--- src/rtl/timer_pkg.sv ---
package timer_pkg;
  localparam int TMR_WORD_W = 32;
  localparam int TMR_FRAC_W = 9;
  localparam int TMR_CNT_W  = 54;
  localparam int TMR_SEL_W  = 3;

  typedef enum logic [TMR_SEL_W-1:0] {
    WD_LIMIT = 3'd0,
    WD_COUNT = 3'd1,
    WD_LIMNR = 3'd2,
    WD_CTRL  = 3'd3
  } word_e;
endpackage

--- src/rtl/timer_count.sv ---
module timer_count #(
  parameter int CW = 54
) (
  input  logic          clk,
  input  logic          rst_n,
  input  logic          clear,
  input  logic          en,
  input  logic [CW-1:0] limit,
  output logic [CW-1:0] cnt_q,
  output logic          wrap
);
  logic [CW:0] nxt;
  logic        hit;

  assign nxt  = {1'b0, cnt_q} + {{CW{1'b0}}, 1'b1};
  assign hit  = nxt >= {1'b0, limit};
  assign wrap = en & ~clear & hit;

  always_ff @(posedge clk) begin
    if (!rst_n)          cnt_q <= '0;
    else if (clear)      cnt_q <= '0;
    else if (en && hit)  cnt_q <= '0;
    else if (en)         cnt_q <= nxt[CW-1:0];
  end


  clear_zero_chk: assert property (@(posedge clk) disable iff (!rst_n)
    clear |=> (cnt_q == '0));


  hold_chk: assert property (@(posedge clk) disable iff (!rst_n)
    (!en && !clear) |=> $stable(cnt_q));
endmodule

--- src/rtl/timer_regs.sv ---
module timer_regs
  import timer_pkg::*;
#(
  parameter int WORD_W = 32,
  parameter int FRAC_W = 9,
  parameter int CW     = 54,
  parameter int SEL_W  = 3
) (
  input  logic              clk,
  input  logic              rst_n,
  input  logic              tick_en,
  input  logic              user_mode,
  input  logic              wr_en,
  input  logic              rd_en,
  input  logic [SEL_W-1:0]  reg_word,
  input  logic [WORD_W-1:0] wr_data,
  input  logic [CW-1:0]     cnt,
  input  logic              wrap,
  output logic              cnt_clear,
  output logic              cnt_en,
  output logic [CW-1:0]     limit_q,
  output logic [WORD_W-1:0] rd_data,
  output logic              rd_valid,
  output logic              irq
);
  localparam int SYS_W = WORD_W - 1 - FRAC_W;
  localparam int LO_W  = WORD_W - FRAC_W;
  localparam int HI_W  = CW - LO_W;
  localparam logic [CW-1:0] SYS_MAX = CW'({SYS_W{1'b1}});

  logic              user_q, stopped_q, reached_q, irq_q;
  logic              entry, leave;
  logic [CW-1:0]     limit_d;
  logic              stopped_d, reached_d, irq_d;
  logic [SYS_W-1:0]  sys_raw, sys_lim;
  logic [WORD_W-1:0] rd_mux;

  assign entry   = user_mode & ~user_q;
  assign leave   = ~user_mode & user_q;
  assign sys_raw = wr_data[WORD_W-2:FRAC_W];
  assign sys_lim = (sys_raw == '0) ? {SYS_W{1'b1}} : sys_raw;

  assign cnt_clear = entry | leave
                   | (wr_en && reg_word == WD_LIMIT)
                   | (user_q && wr_en && reg_word == WD_COUNT);
  assign cnt_en = tick_en & (~user_q | ~stopped_q);

  always_comb begin
    limit_d   = limit_q;
    stopped_d = stopped_q;
    reached_d = reached_q;
    irq_d     = irq_q;
    if (entry) begin
      limit_d   = '1;
      irq_d     = 1'b0;
      reached_d = 1'b0;
    end else if (leave) begin
      limit_d   = SYS_MAX;
      irq_d     = 1'b0;
      reached_d = 1'b0;
    end else if (user_q) begin
      if (wr_en && reg_word == WD_LIMIT) begin
        limit_d[CW-1:LO_W] = wr_data[HI_W-1:0];
        irq_d = 1'b0;
      end
      if (wr_en && reg_word == WD_COUNT) begin
        limit_d[LO_W-1:0] = wr_data[WORD_W-1:FRAC_W];
        irq_d = 1'b0;
      end
      if (limit_d == '0) limit_d = '1;
      if (wr_en && reg_word == WD_CTRL) stopped_d = wr_data[0];
    end else begin
      if (wr_en && (reg_word == WD_LIMIT || reg_word == WD_LIMNR))
        limit_d = CW'(sys_lim);
      if (wr_en && reg_word == WD_LIMIT) irq_d = 1'b0;
      if (rd_en && reg_word == WD_LIMIT) begin
        reached_d = 1'b0;
        irq_d     = 1'b0;
      end
      if (wrap) begin
        reached_d = 1'b1;
        irq_d     = 1'b1;
      end
    end
  end

  always_comb begin
    rd_mux = '0;
    case (reg_word)
      WD_LIMIT: rd_mux = user_q ? WORD_W'(cnt[CW-1:LO_W])
                                : WORD_W'({limit_q[SYS_W-1:0], {FRAC_W{1'b0}}});
      WD_COUNT: rd_mux = user_q ? {cnt[LO_W-1:0], {FRAC_W{1'b0}}}
                                : {reached_q, cnt[SYS_W-1:0], {FRAC_W{1'b0}}};
      WD_CTRL:  rd_mux = WORD_W'(stopped_q);
      default:  rd_mux = '0;
    endcase
  end

  always_ff @(posedge clk) begin
    if (!rst_n) begin
      user_q    <= 1'b0;
      limit_q   <= SYS_MAX;
      stopped_q <= 1'b1;
      reached_q <= 1'b0;
      irq_q     <= 1'b0;
      rd_valid  <= 1'b0;
      rd_data   <= '0;
    end else begin
      user_q    <= user_mode;
      limit_q   <= limit_d;
      stopped_q <= stopped_d;
      reached_q <= reached_d;
      irq_q     <= irq_d;
      rd_valid  <= rd_en;
      rd_data   <= rd_en ? rd_mux : '0;
    end
  end

  assign irq = irq_q;


  wrap_flag_chk: assert property (@(posedge clk) disable iff (!rst_n)
    (wrap && !user_q) |=> (reached_q && irq_q));


  user_quiet_chk: assert property (@(posedge clk) disable iff (!rst_n)
    user_q |-> !irq_q);


  rd_clear_chk: assert property (@(posedge clk) disable iff (!rst_n)
    (!user_q && !user_mode && rd_en && reg_word == WD_LIMIT && !wrap) |=> !irq_q);


  limit_nonzero_chk: assert property (@(posedge clk) disable iff (!rst_n)
    limit_q != '0);


  rd_valid_chk: assert property (@(posedge clk) disable iff (!rst_n)
    rd_en |=> rd_valid);
endmodule

--- src/rtl/dual_limit_timer.sv ---
module dual_limit_timer
  import timer_pkg::*;
#(
  parameter int WORD_W = TMR_WORD_W,
  parameter int FRAC_W = TMR_FRAC_W,
  parameter int CW     = TMR_CNT_W,
  parameter int SEL_W  = TMR_SEL_W
) (
  input  logic              clk,
  input  logic              rst_n,
  input  logic              tick_en,
  input  logic              user_mode,
  input  logic              wr_en,
  input  logic              rd_en,
  input  logic [SEL_W-1:0]  reg_word,
  input  logic [WORD_W-1:0] wr_data,
  output logic [WORD_W-1:0] rd_data,
  output logic              rd_valid,
  output logic              irq
);
  logic          cnt_clear, cnt_en, wrap;
  logic [CW-1:0] cnt, limit;

  timer_regs #(
    .WORD_W(WORD_W), .FRAC_W(FRAC_W), .CW(CW), .SEL_W(SEL_W)
  ) u_regs (
    .clk(clk), .rst_n(rst_n), .tick_en(tick_en), .user_mode(user_mode),
    .wr_en(wr_en), .rd_en(rd_en), .reg_word(reg_word), .wr_data(wr_data),
    .cnt(cnt), .wrap(wrap), .cnt_clear(cnt_clear), .cnt_en(cnt_en),
    .limit_q(limit), .rd_data(rd_data), .rd_valid(rd_valid), .irq(irq)
  );

  timer_count #(.CW(CW)) u_count (
    .clk(clk), .rst_n(rst_n), .clear(cnt_clear), .en(cnt_en),
    .limit(limit), .cnt_q(cnt), .wrap(wrap)
  );
endmodule

--- config.mk ---
export PLATFORM = sky130hd
export DESIGN_NAME = dual_limit_timer
export DESIGN_NICKNAME = d
export VERILOG_FILES = /design/src/rtl/timer_pkg.sv /design/src/rtl/timer_count.sv /design/src/rtl/timer_regs.sv /design/src/rtl/dual_limit_timer.sv
export SDC_FILE = /design/constraint.sdc
export NUM_CORES = 1
export LEC_CHECK = 0
export BUFFER_PORTS_ARGS = -buffer_cell sky130_fd_sc_hd__buf_2
export CORE_MARGIN = 5
export CORE_UTILIZATION = 40
export DETAILED_ROUTE_END_ITERATION = 16
export HOLD_SLACK_MARGIN = 0.05
export RECOVER_POWER = 50
export SYNTH_ARGS = -nofsm -noshare
export SYNTH_HDL_FRONTEND = slang
export SYNTH_SLANG_ARGS = --single-unit
--- constraint.sdc ---
create_clock -name clk -period 4.1 [get_ports clk]
set_input_delay 0.41 -clock clk [delete_from_list [all_inputs] [get_ports clk]]
set_output_delay 0.41 -clock clk [all_outputs]
set_load 0.03 [all_outputs]
Word-level counts from Yosys, hierarchy flattened
Index checks and enable logic that the tools add are counted.
- order comparisons: 1
- mux-type cells: 24
- equality and inequality tests: 3
- add/subtract/negate cells: 1
- bitwise operators: 16
- reduce and logical (&&, ||, !) cells: 20
- operators with widths (kind ; count):
    $mux 54 ; 5
    $mux 31 ; 5
    $pmux 32 s3 ; 1
    $mux 23 ; 4
    $add 54x1->55 const B ; 1
    $ge 55x54->1 ; 1
    $logic_not 54->1 ; 1
    $mux 32 ; 1
    $logic_not 22->1 ; 1
    $mux 22 ; 1
    $logic_and 1x1->1 ; 8
    $mux 1 ; 7
    $not 1->1 ; 7
    $eq 3x2->1 const B ; 2
    $reduce_or 3->1 ; 2
    $and 1x1->1 ; 5
    $or 1x1->1 ; 4
    $reduce_and 2->1 ; 2
    $reduce_and 4->1 ; 1
    $reduce_bool 2->1 ; 2
    $reduce_bool 4->1 ; 1
    $eq 3x1->1 const B ; 1
    $logic_not 3->1 ; 1
    $logic_or 1x1->1 ; 1
- bits of input ports: 41
- bits in registers: 145

Longest topological paths before layout
Gate-level depths: netlist of run 1.
- depth after elaboration: 11
- depth in mapped cells: 17
- depth with buffers taken out: 16

Modules after synthesis
From an unflattened synthesis of run 1, not the netlist that was laid out.
- cells, all modules: 1146
- area total of the unflattened synthesis: 9412.8 µm²
- modules (own cells, without submodules) (module ; cells an instance ; instances ; area an instance (µm²) ; sequential area each (µm²)):
    timer_count ; 624 ; 1 ; 4897.2 ; 1081.0
    timer_regs ; 522 ; 1 ; 4515.6 ; 1821.7

Least setup slack after synthesis of run 1
OpenSTA, ideal clock, no wires.
- path kind: flip-flop to flip-flop
- start: register u_count.cnt_q[0]
- end: register u_count.cnt_q[43]
- slack: 0.232 ns
- stages on the path, launching flop included: 16
- arrival time: 3.790 ns
- data required time: 4.022 ns
- path through: dfxtp_1 ha_1 nand3_1 or3_1 nor3_1 nand3_1 xnor2_1 ha_1 nand4_1 nor2_1 a221o_1 o31a_1 o31ai_1 a21oi_4 buf_6 nor3_1
- cells in the longest elaborated chain, start to end: 4
- RTL lines (element ; RTL line ; source):
    start: declaration ; timer_count.sv:9 ; output logic [CW-1:0] cnt_q,
    start signal: assignment ; timer_count.sv:23 ; else if (en) cnt_q <= nxt[CW-1:0];
    $add 54x1->55 ; timer_count.sv:15 ; assign nxt = {1'b0, cnt_q} + {{CW{1'b0}}, 1'b1};
    net u_count.nxt[16] ; timer_count.sv:12 ; logic [CW:0] nxt;
    $ge 55x54->1 ; timer_count.sv:16 ; assign hit = nxt >= {1'b0, limit};
    $logic_and 1x1->1 ; timer_count.sv:22 ; else if (en && hit) cnt_q <= '0;
    $reduce_or 3->1 (no source line) ; -- ;
The timed path passes the listed nets, and every way through them passes these cells.
A chain may end at the register's enable or synchronous reset.

Final worst setup path of run 1
- start: register u_count.cnt_q[21]
- end: register u_count.cnt_q[0]
Same word-level chain as after synthesis.

==> run_results.csv, run 1 <==
group,metric,value,unit
synth,async_reset_ff_frac,0,
final_layout,fill_cells,1964,
final_layout,stdcell_count,1340,
pwr,leakagePower,4.08,nW
run_status,violations,"capacitance limit",
final_layout,fin_area,9930,um^2
pwr,vdd_drop_max,0.000264,V
grt,grtUsageTotal,0.216,
final_layout,regArea,2910,um^2
grt,antenna_found_initial,0,
critical_path,cp_cell_sequence,"nand3_1, nor3b_4, nand4_4, nor2_2, nand3_1, xnor2_1, ha_1, nand4_1, nor4_2, buf_4, nand2_1, a21oi_2, o31ai_1, buf_4, a21oi_4, buf_12, clkbuf_16, nor3_1",
timing,hold_viol_final,0,
timing,hold_ws,0.222,ns
synth,synth.net_count,1060,
die,core_area,20400,um^2
synth,avgSynthCellArea,8.67,um^2
final_layout,drive_above_1_share,0.204,
timing,clock.fmax,250,MHz
final_layout,multi_input_area,4990,um^2
die,die_h,154,um
critical_path,crit_path_max_fanout,20,
clock_tree,cts-root-buf,"clkbuf_16",
timing,fin_worst_skew,0.00582,ns
routing,wl,26000,um
die,row_count,52,
final_layout,syn2layout_area_growth,19.3,%
synth,netlist.area_leader.share,0.349,
critical_path,path_class,"flip-flop to flip-flop",
synth,synth_edf_count,0,
synth,ys_ff_latch,145,
clock_tree,clk_path_buf_depth,2,
synth,synthFlopType,"dfxtp_1",
routing,drtAntennaViolNets,0,
critical_path,path_buf_inv,4,
routing,drt-initial-drc-count,579,
timing,finalCritPeriodShare,0.976,
die,initial_core_util,0.409,
synth,synth_cell_type_count,69,
synth,yosysSeqAreaShare,0.349,
clock_tree,htree_num_levels,4,
run_status,status,"complete, but fails checks",
timing,min_period,4.00,ns
synth,postSynthCellCount,961,
placement,dpl.cell_count,1299,
synth,yosys_warnings,0,
die,die_area,23800,um^2
critical_path,crit_family,"simple AND/OR/NAND/NOR gates",
critical_path,startpoint_type,"flip-flop",
flow_run,drv_cap,1,
final_layout,antenna_cells,0,
routing,drt-pass1-iter-count,5,
clock_tree,cts_buffers,17,
timing,maxSlewViolCount,0,
placement,place_congestion,0.893,
routing,vias_per_cell,5.64,
clock_tree,cts_tree,"done",
final_layout,layout.nets,1157,
placement,numPortBuffers,74,
routing,via_count,7557,
critical_path,arrival,4.29,ns
timing,tightest_slew,1.49,ns
pwr,total_power,3.36,mW
grt,grt_overflow,0,
synth,synth_area_leaders,"dfxtp_1, ha_1, xnor2_1",
clock_tree,cts.sinks,145,
die,io_pins,75,
pwr,p_per_area,338,nW/um^2
grt,grt_max_degree,50,
hold_path,min_path_type,"input port to flip-flop",
grt,grt_pass1_vias,7274,
timing,maxSlewHeadroom,0.00380,
clock_tree,clock_latency,0.43,ns
placement,dpl_cell_area,9140,um^2
placement,hpwlAfterDp,19100,um
critical_path,cp.required,4.38,ns
grt,grt_pass1_wl,40200,um
synth,synth_top_area_cell,"dfxtp_1",
critical_path,critPathCaptureType,"flip-flop",
synth,synthesis.area,8330,um^2
timing,setup_viol,0,
critical_path,cpPeakStageDelay,0.46,ns
routing,drc,0,
die,die_width,154,um
clock_tree,clk_pin_slew_worst_paths,0.06,ns
routing,wire_per_inst,19.4,um
critical_path,slowest_stage,"dfxtp_1",
## flip-flops by register name, indices dropped and copies added (netlist names)
name,cells
u_regs.rd_data,32
u_regs.stopped_q,1
u_regs.rd_valid,1
u_regs.reached_q,1
u_regs.user_q,1
u_regs.limit_q,54
u_count.cnt_q,54
u_regs.irq,1
## Yosys cell counts (3+ instances only)
cell      count
ha_1         58
xnor2_1      62
buf_2        16
or4_1         3
buf_6         8
o21ai_0      10
nor3_2        6
and3_1       16
buf_1         4
clkbuf_1     24
nand4_1      25
inv_1        65
dfxtp_1     145
and4_1        7
nor2_1       54
o31ai_1       3
nor3_1       71
xor2_1       40
o221a_2      31
and2_1        6
nand2_1      87
nand3_1      33
a21oi_1      47
nor4_1       24
o22a_1       22
a22oi_1      22
a21o_1        6
clkbuf_2      5
o21a_1        3
or3_1         5
## area by class of cell
type,instances,area share
flip-flops and latches,145,0.293
clock inverters,12,0.0135
inverters,65,0.0246
well taps,270,0.0340
multi-input cells,688,0.502
clock buffers,19,0.0456
repair buffers,141,0.0874
## metrics by stage
stage               TNS (ns)  setup WS [ns]   util
finish                     0         0.0976  0.488
global placement           0         0.0604  0.449
CTS                        0        0.00984  0.478
detailed placement    -0.953        -0.0400  0.449
global route          -0.960        -0.0461  0.488
floorplan                  0          0.232      -
## power breakdown
part           internal, mW  total (mW)  switching (mW)
Sequential             1.44        1.49          0.0412
Clock                 0.926        1.56           0.635
Combinational         0.116       0.310           0.194
Total                  2.49        3.36           0.870
## logic make-up after synthesis
logic type	after synthesis	share of synthesized area
AOI/OAI and AO/OA	164	0.151
xor gates and xnor gates	102	0.107
adders and majority gates	58	0.0871
buffers and inverters	128	0.0720
DFF	145	0.349
muxes	2	0.00255
and+or+nand+nor	362	0.231
## final timing paths
kind                             startpoint                         endpoint  slack [ns]  cells past startpoint
min reg2reg   u_regs.reached_q$_SDFFE_PP0P_    u_regs.reached_q$_SDFFE_PP0P_        0.49                      1
max reg2reg  u_count.cnt_q[21]$_SDFFE_PP0P_    u_count.cnt_q[0]$_SDFFE_PP0P_         0.1                     18
max          u_count.cnt_q[21]$_SDFFE_PP0P_    u_count.cnt_q[0]$_SDFFE_PP0P_         0.1                     18
min                             wr_data[29]  u_regs.limit_q[20]$_SDFFE_PP1P_        0.22                      2
## placed cells by master (no fill, tap or decap), types with 37 or more instances in the layout
cell / instances
a21oi_1: 47
buf_2: 39
buf_4: 61
clkbuf_1: 37
dfxtp_1: 142
ha_1: 57
inv_1: 65
nand2_1: 86
nor2_1: 52
nor3_1: 67
xnor2_1: 61
xor2_1: 39
## repair_timing
item,in CTS,in global routing
gates resized for setup,2,32
gates cloned,0,1
hold buffers,0,0
pin swaps,1,14
endpoints found under the setup margin,53,54
buffers inserted,0,9
## layer usage
metal | part of all wire | GRT usage | routed length (um)
met1 | 0.45 | 0.288 | 11700
met2 | 0.46 | 0.347 | 11900
met3 | 0.064 | 0.0430 | 1670
met4 | 0.030 | 0.0761 | 788
met5 | 0 | 0 | 0
(Power assumes the default switching activity.)
==> inputs of run 2 (changes only) <==
Settings changed: ABC_AREA from default to 1.
==> run 2 against run 1 <==
  * Highest routed layer unchanged
  * Critical endpoint is now u_count.cnt_q[29]$_SDFFE_PP0P_
  * Maximum frequency rose by 5.3%
  * Critical path type unchanged
  * Sequential power barely moved
  * Via count rose by 38%
  * Hold slack got worse by 0.020 ns
  * Area after synthesis rose by 17%
  * Sequential share of layout area fell by 3.1 points
  * Core utilization fell by 2.9 points
  * Largest cell class unchanged
  * The run ends with capacitance limit, slew limit left
  * Routed wire length rose by 40%
  * Worst setup slack improved by 0.20 ns
  * Critical path depth rose by 6
  * Largest power group unchanged
==> run_results.csv, run 2 <==
group,metric,value,unit
run_status,status,"complete, but fails checks",
run_status,violations,"capacitance limit, slew limit",
final_layout,mostFrequentLayoutCell,"nand2_1",
grt,grt_max_degree,63,
synth,synth_xor_area_frac,0.0412,
final_layout,final_cell_mix,"nand2_1, inv_1, nor2_1",
synth,yosys-top-cells-count,"nand2_1, inv_1, nor2_1",
timing,fin_worst_skew,0.0151,ns
synth,synth.net_count,1692,
clock_tree,htree_num_levels,4,
timing,setup_viol,0,
clock_tree,post-cts-setup-buffer-count,0,
critical_path,path_class,"flip-flop to flip-flop",
pwr,vdd_drop_max,0.000188,V
final_layout,stdcell_count,1981,
synth,synth_top_family_by_area,"simple AND/OR/NAND/NOR gates",
die,io_pins,75,
critical_path,cp.required,4.41,ns
pwr,leakagePower,5.09,nW
timing,finalSetupTns,0,ns
synth,synthMuxAreaShare,0,
routing,via_count,10400,
synth,synth_fa_ha_area_frac,0.0742,
die,die_width,166,um
die,die_area,27700,um^2
critical_path,critPathCaptureType,"flip-flop",
flow_run,drv_cap,2,
synth,synthesis.area,9780,um^2
final_layout,layout.nets,1743,
clock_tree,cts.sinks,145,
placement,numPortBuffers,74,
critical_path,crit_path_max_fanout,37,
routing,drt-pass1-iter-count,6,
critical_path,arrival,4.11,ns
die,core_area,24200,um^2
synth,synth-compound-area-share,0.135,
die,row_count,57,
routing,drtAntennaViolNets,0,
synth,synth_area_leaders,"dfxtp_1, nand2_1, inv_1",
placement,dpl.cell_count,1949,
clock_tree,cts_tree,"done",
clock_tree,cts_buffers,17,
timing,tightest_slew,1.59,ns
clock_tree,cts-resized-gates,0,
timing,maxSlewViolCount,69,
synth,synthFlopType,"dfxtp_1",
synth,yosys_warnings,0,
clock_tree,clk_pin_slew_worst_paths,0.07,ns
die,initial_core_util,0.405,
synth,postSynthCellCount,1593,
hold_path,min_path_type,"input port to flip-flop",
synth,async_reset_ff_frac,0,
synth,yosysSeqAreaShare,0.297,
clock_tree,cts-root-buf,"clkbuf_16",
synth,synth.most_common_cell,"nand2_1",
routing,drc,0,
synth,netlist.area_leader.share,0.297,
timing,hold_viol_final,0,
final_layout,top_regs,"u_count.cnt_q (54), u_regs.limit_q (54), u_regs.rd_data (32)",
timing,min_period,3.80,ns
critical_path,r2r_start,"u_count.cnt_q[3]$_SDFFE_PP0P_",
timing,hold_ws,0.202,ns
grt,grt_pass1_vias,9841,
grt,grt_pass1_wl,56400,um
critical_path,cp-startpoint,"u_count.cnt_q[3]$_SDFFE_PP0P_",
timing,clock.fmax,263,MHz
clock_tree,clock_latency,0.43,ns
final_layout,fin_util,0.459,
synth,ys_ff_latch,145,
placement,hpwlAfterDp,28000,um
grt,antenna_found_initial,0,
clock_tree,hold_buffers,0,
final_layout,antenna_cells,0,
timing,maxSlewHeadroom,-0.0568,
hold_path,worstHoldStart,"user_mode",
pwr,p_per_area,343,nW/um^2
die,die_h,166,um
synth,synth-simple-area-share,0.343,
final_layout,drive_above_1_share,0.0652,
routing,drt-initial-drc-count,1098,
synth,synth_top_area_cell,"dfxtp_1",
routing,wl,36400,um
grt,grtUsageTotal,0.257,
timing,rsz0062_at_grt,"no",
placement,place_congestion,0.958,
grt,grt_overflow,0,
synth,avgSynthCellArea,6.14,um^2
timing,finalCritPeriodShare,0.927,
critical_path,startpoint_type,"flip-flop",
final_layout,syn2layout_area_growth,13.5,%
routing,vias_per_cell,5.26,
routing,wire_per_inst,18.4,um
clock_tree,clk_path_buf_depth,2,
synth,synth_cell_type_count,36,
synth,synth_edf_count,0,
[run 2: final timing paths]
check                                                       to  slack [ns]  cells past startpoint
worst min register to register   u_regs.reached_q$_SDFFE_PP0P_        0.48                      2
worst min-delay path                  u_regs.user_q$_SDFF_PN0_        0.20                      3
worst max-delay path            u_count.cnt_q[29]$_SDFFE_PP0P_        0.30                     24
worst max register to register  u_count.cnt_q[29]$_SDFFE_PP0P_        0.30                     24
[run 2: per-layer routing]
metal | track usage | vias to the layer above | part of all wire
met5 | 0 | - | 0
met3 | 0.0293 | 64 | 0.064
li1 | - | 5191 | -
met2 | 0.394 | 417 | 0.44
met1 | 0.359 | 4743 | 0.45
met4 | 0.130 | 0 | 0.048
[run 2: critical path, stage by stage, from the launching register on]
cell and delay [ns]:
dfxtp_1 0.46, inv_1 0.12, nor3_1 0.33, nand2_1 0.11, nor2_1 0.25, nand2_1 0.17, nor2_2 0.25, nand2_1 0.12
xor2_1 0.14, inv_1 0.11, ha_1 0.28, nand2_1 0.06, nor3_1 0.25, nand2_1 0.08, nor2_1 0.09, nand2_1 0.06
nand2_1 0.05, nand2_1 0.04, nand2_1 0.05, nor2_1 0.04, nand2_1 0.09, nand2_1 0.06, nand2_2 0.15, buf_12 0.23
a21oi_1 0.06
[run 2: layout make-up]
type | instances | area (um^2)
clock buffers | 17 | 425
clock inverters | 15 | 211
fillers | 2626 | 13100
inverters | 203 | 762
multi-input cells | 1175 | 5830
flip-flops and latches | 145 | 2900
well taps | 324 | 405
repair buffers | 102 | 562
[run 2: kinds of logic after synthesis]
| group | after synthesis |
|---|---|
| AO/OA/AOI/OAI | 244 |
| XOR/XNOR | 46 |
| adder cells (fa/ha/maj) | 58 |
| buffers and inverters | 273 |
| flip-flops | 145 |
| AND/OR/NAND/NOR | 827 |
[run 2: power breakdown]
| part | internal [mW] | switching (mW) | leakage, nW | total (mW) |
|---|---|---|---|---|
| combinational | 0.168 | 0.383 | 3.59 | 0.551 |
| clock | 0.994 | 0.745 | 0.316 | 1.74 |
| sequential | 1.46 | 0.0543 | 1.18 | 1.52 |
| total | 2.62 | 1.18 | 5.09 | 3.81 |
[run 2: through the flow]
stage	total power, mW	setup slack, ns	cell area (um^2)
finish	3.81	0.299	11100
global route	3.95	0.0112	11100
CTS	3.82	0.168	11100
detailed placement	2.09	0.182	10500
global placement	2.09	0.209	10500
floorplan	1.89	0.976	9780
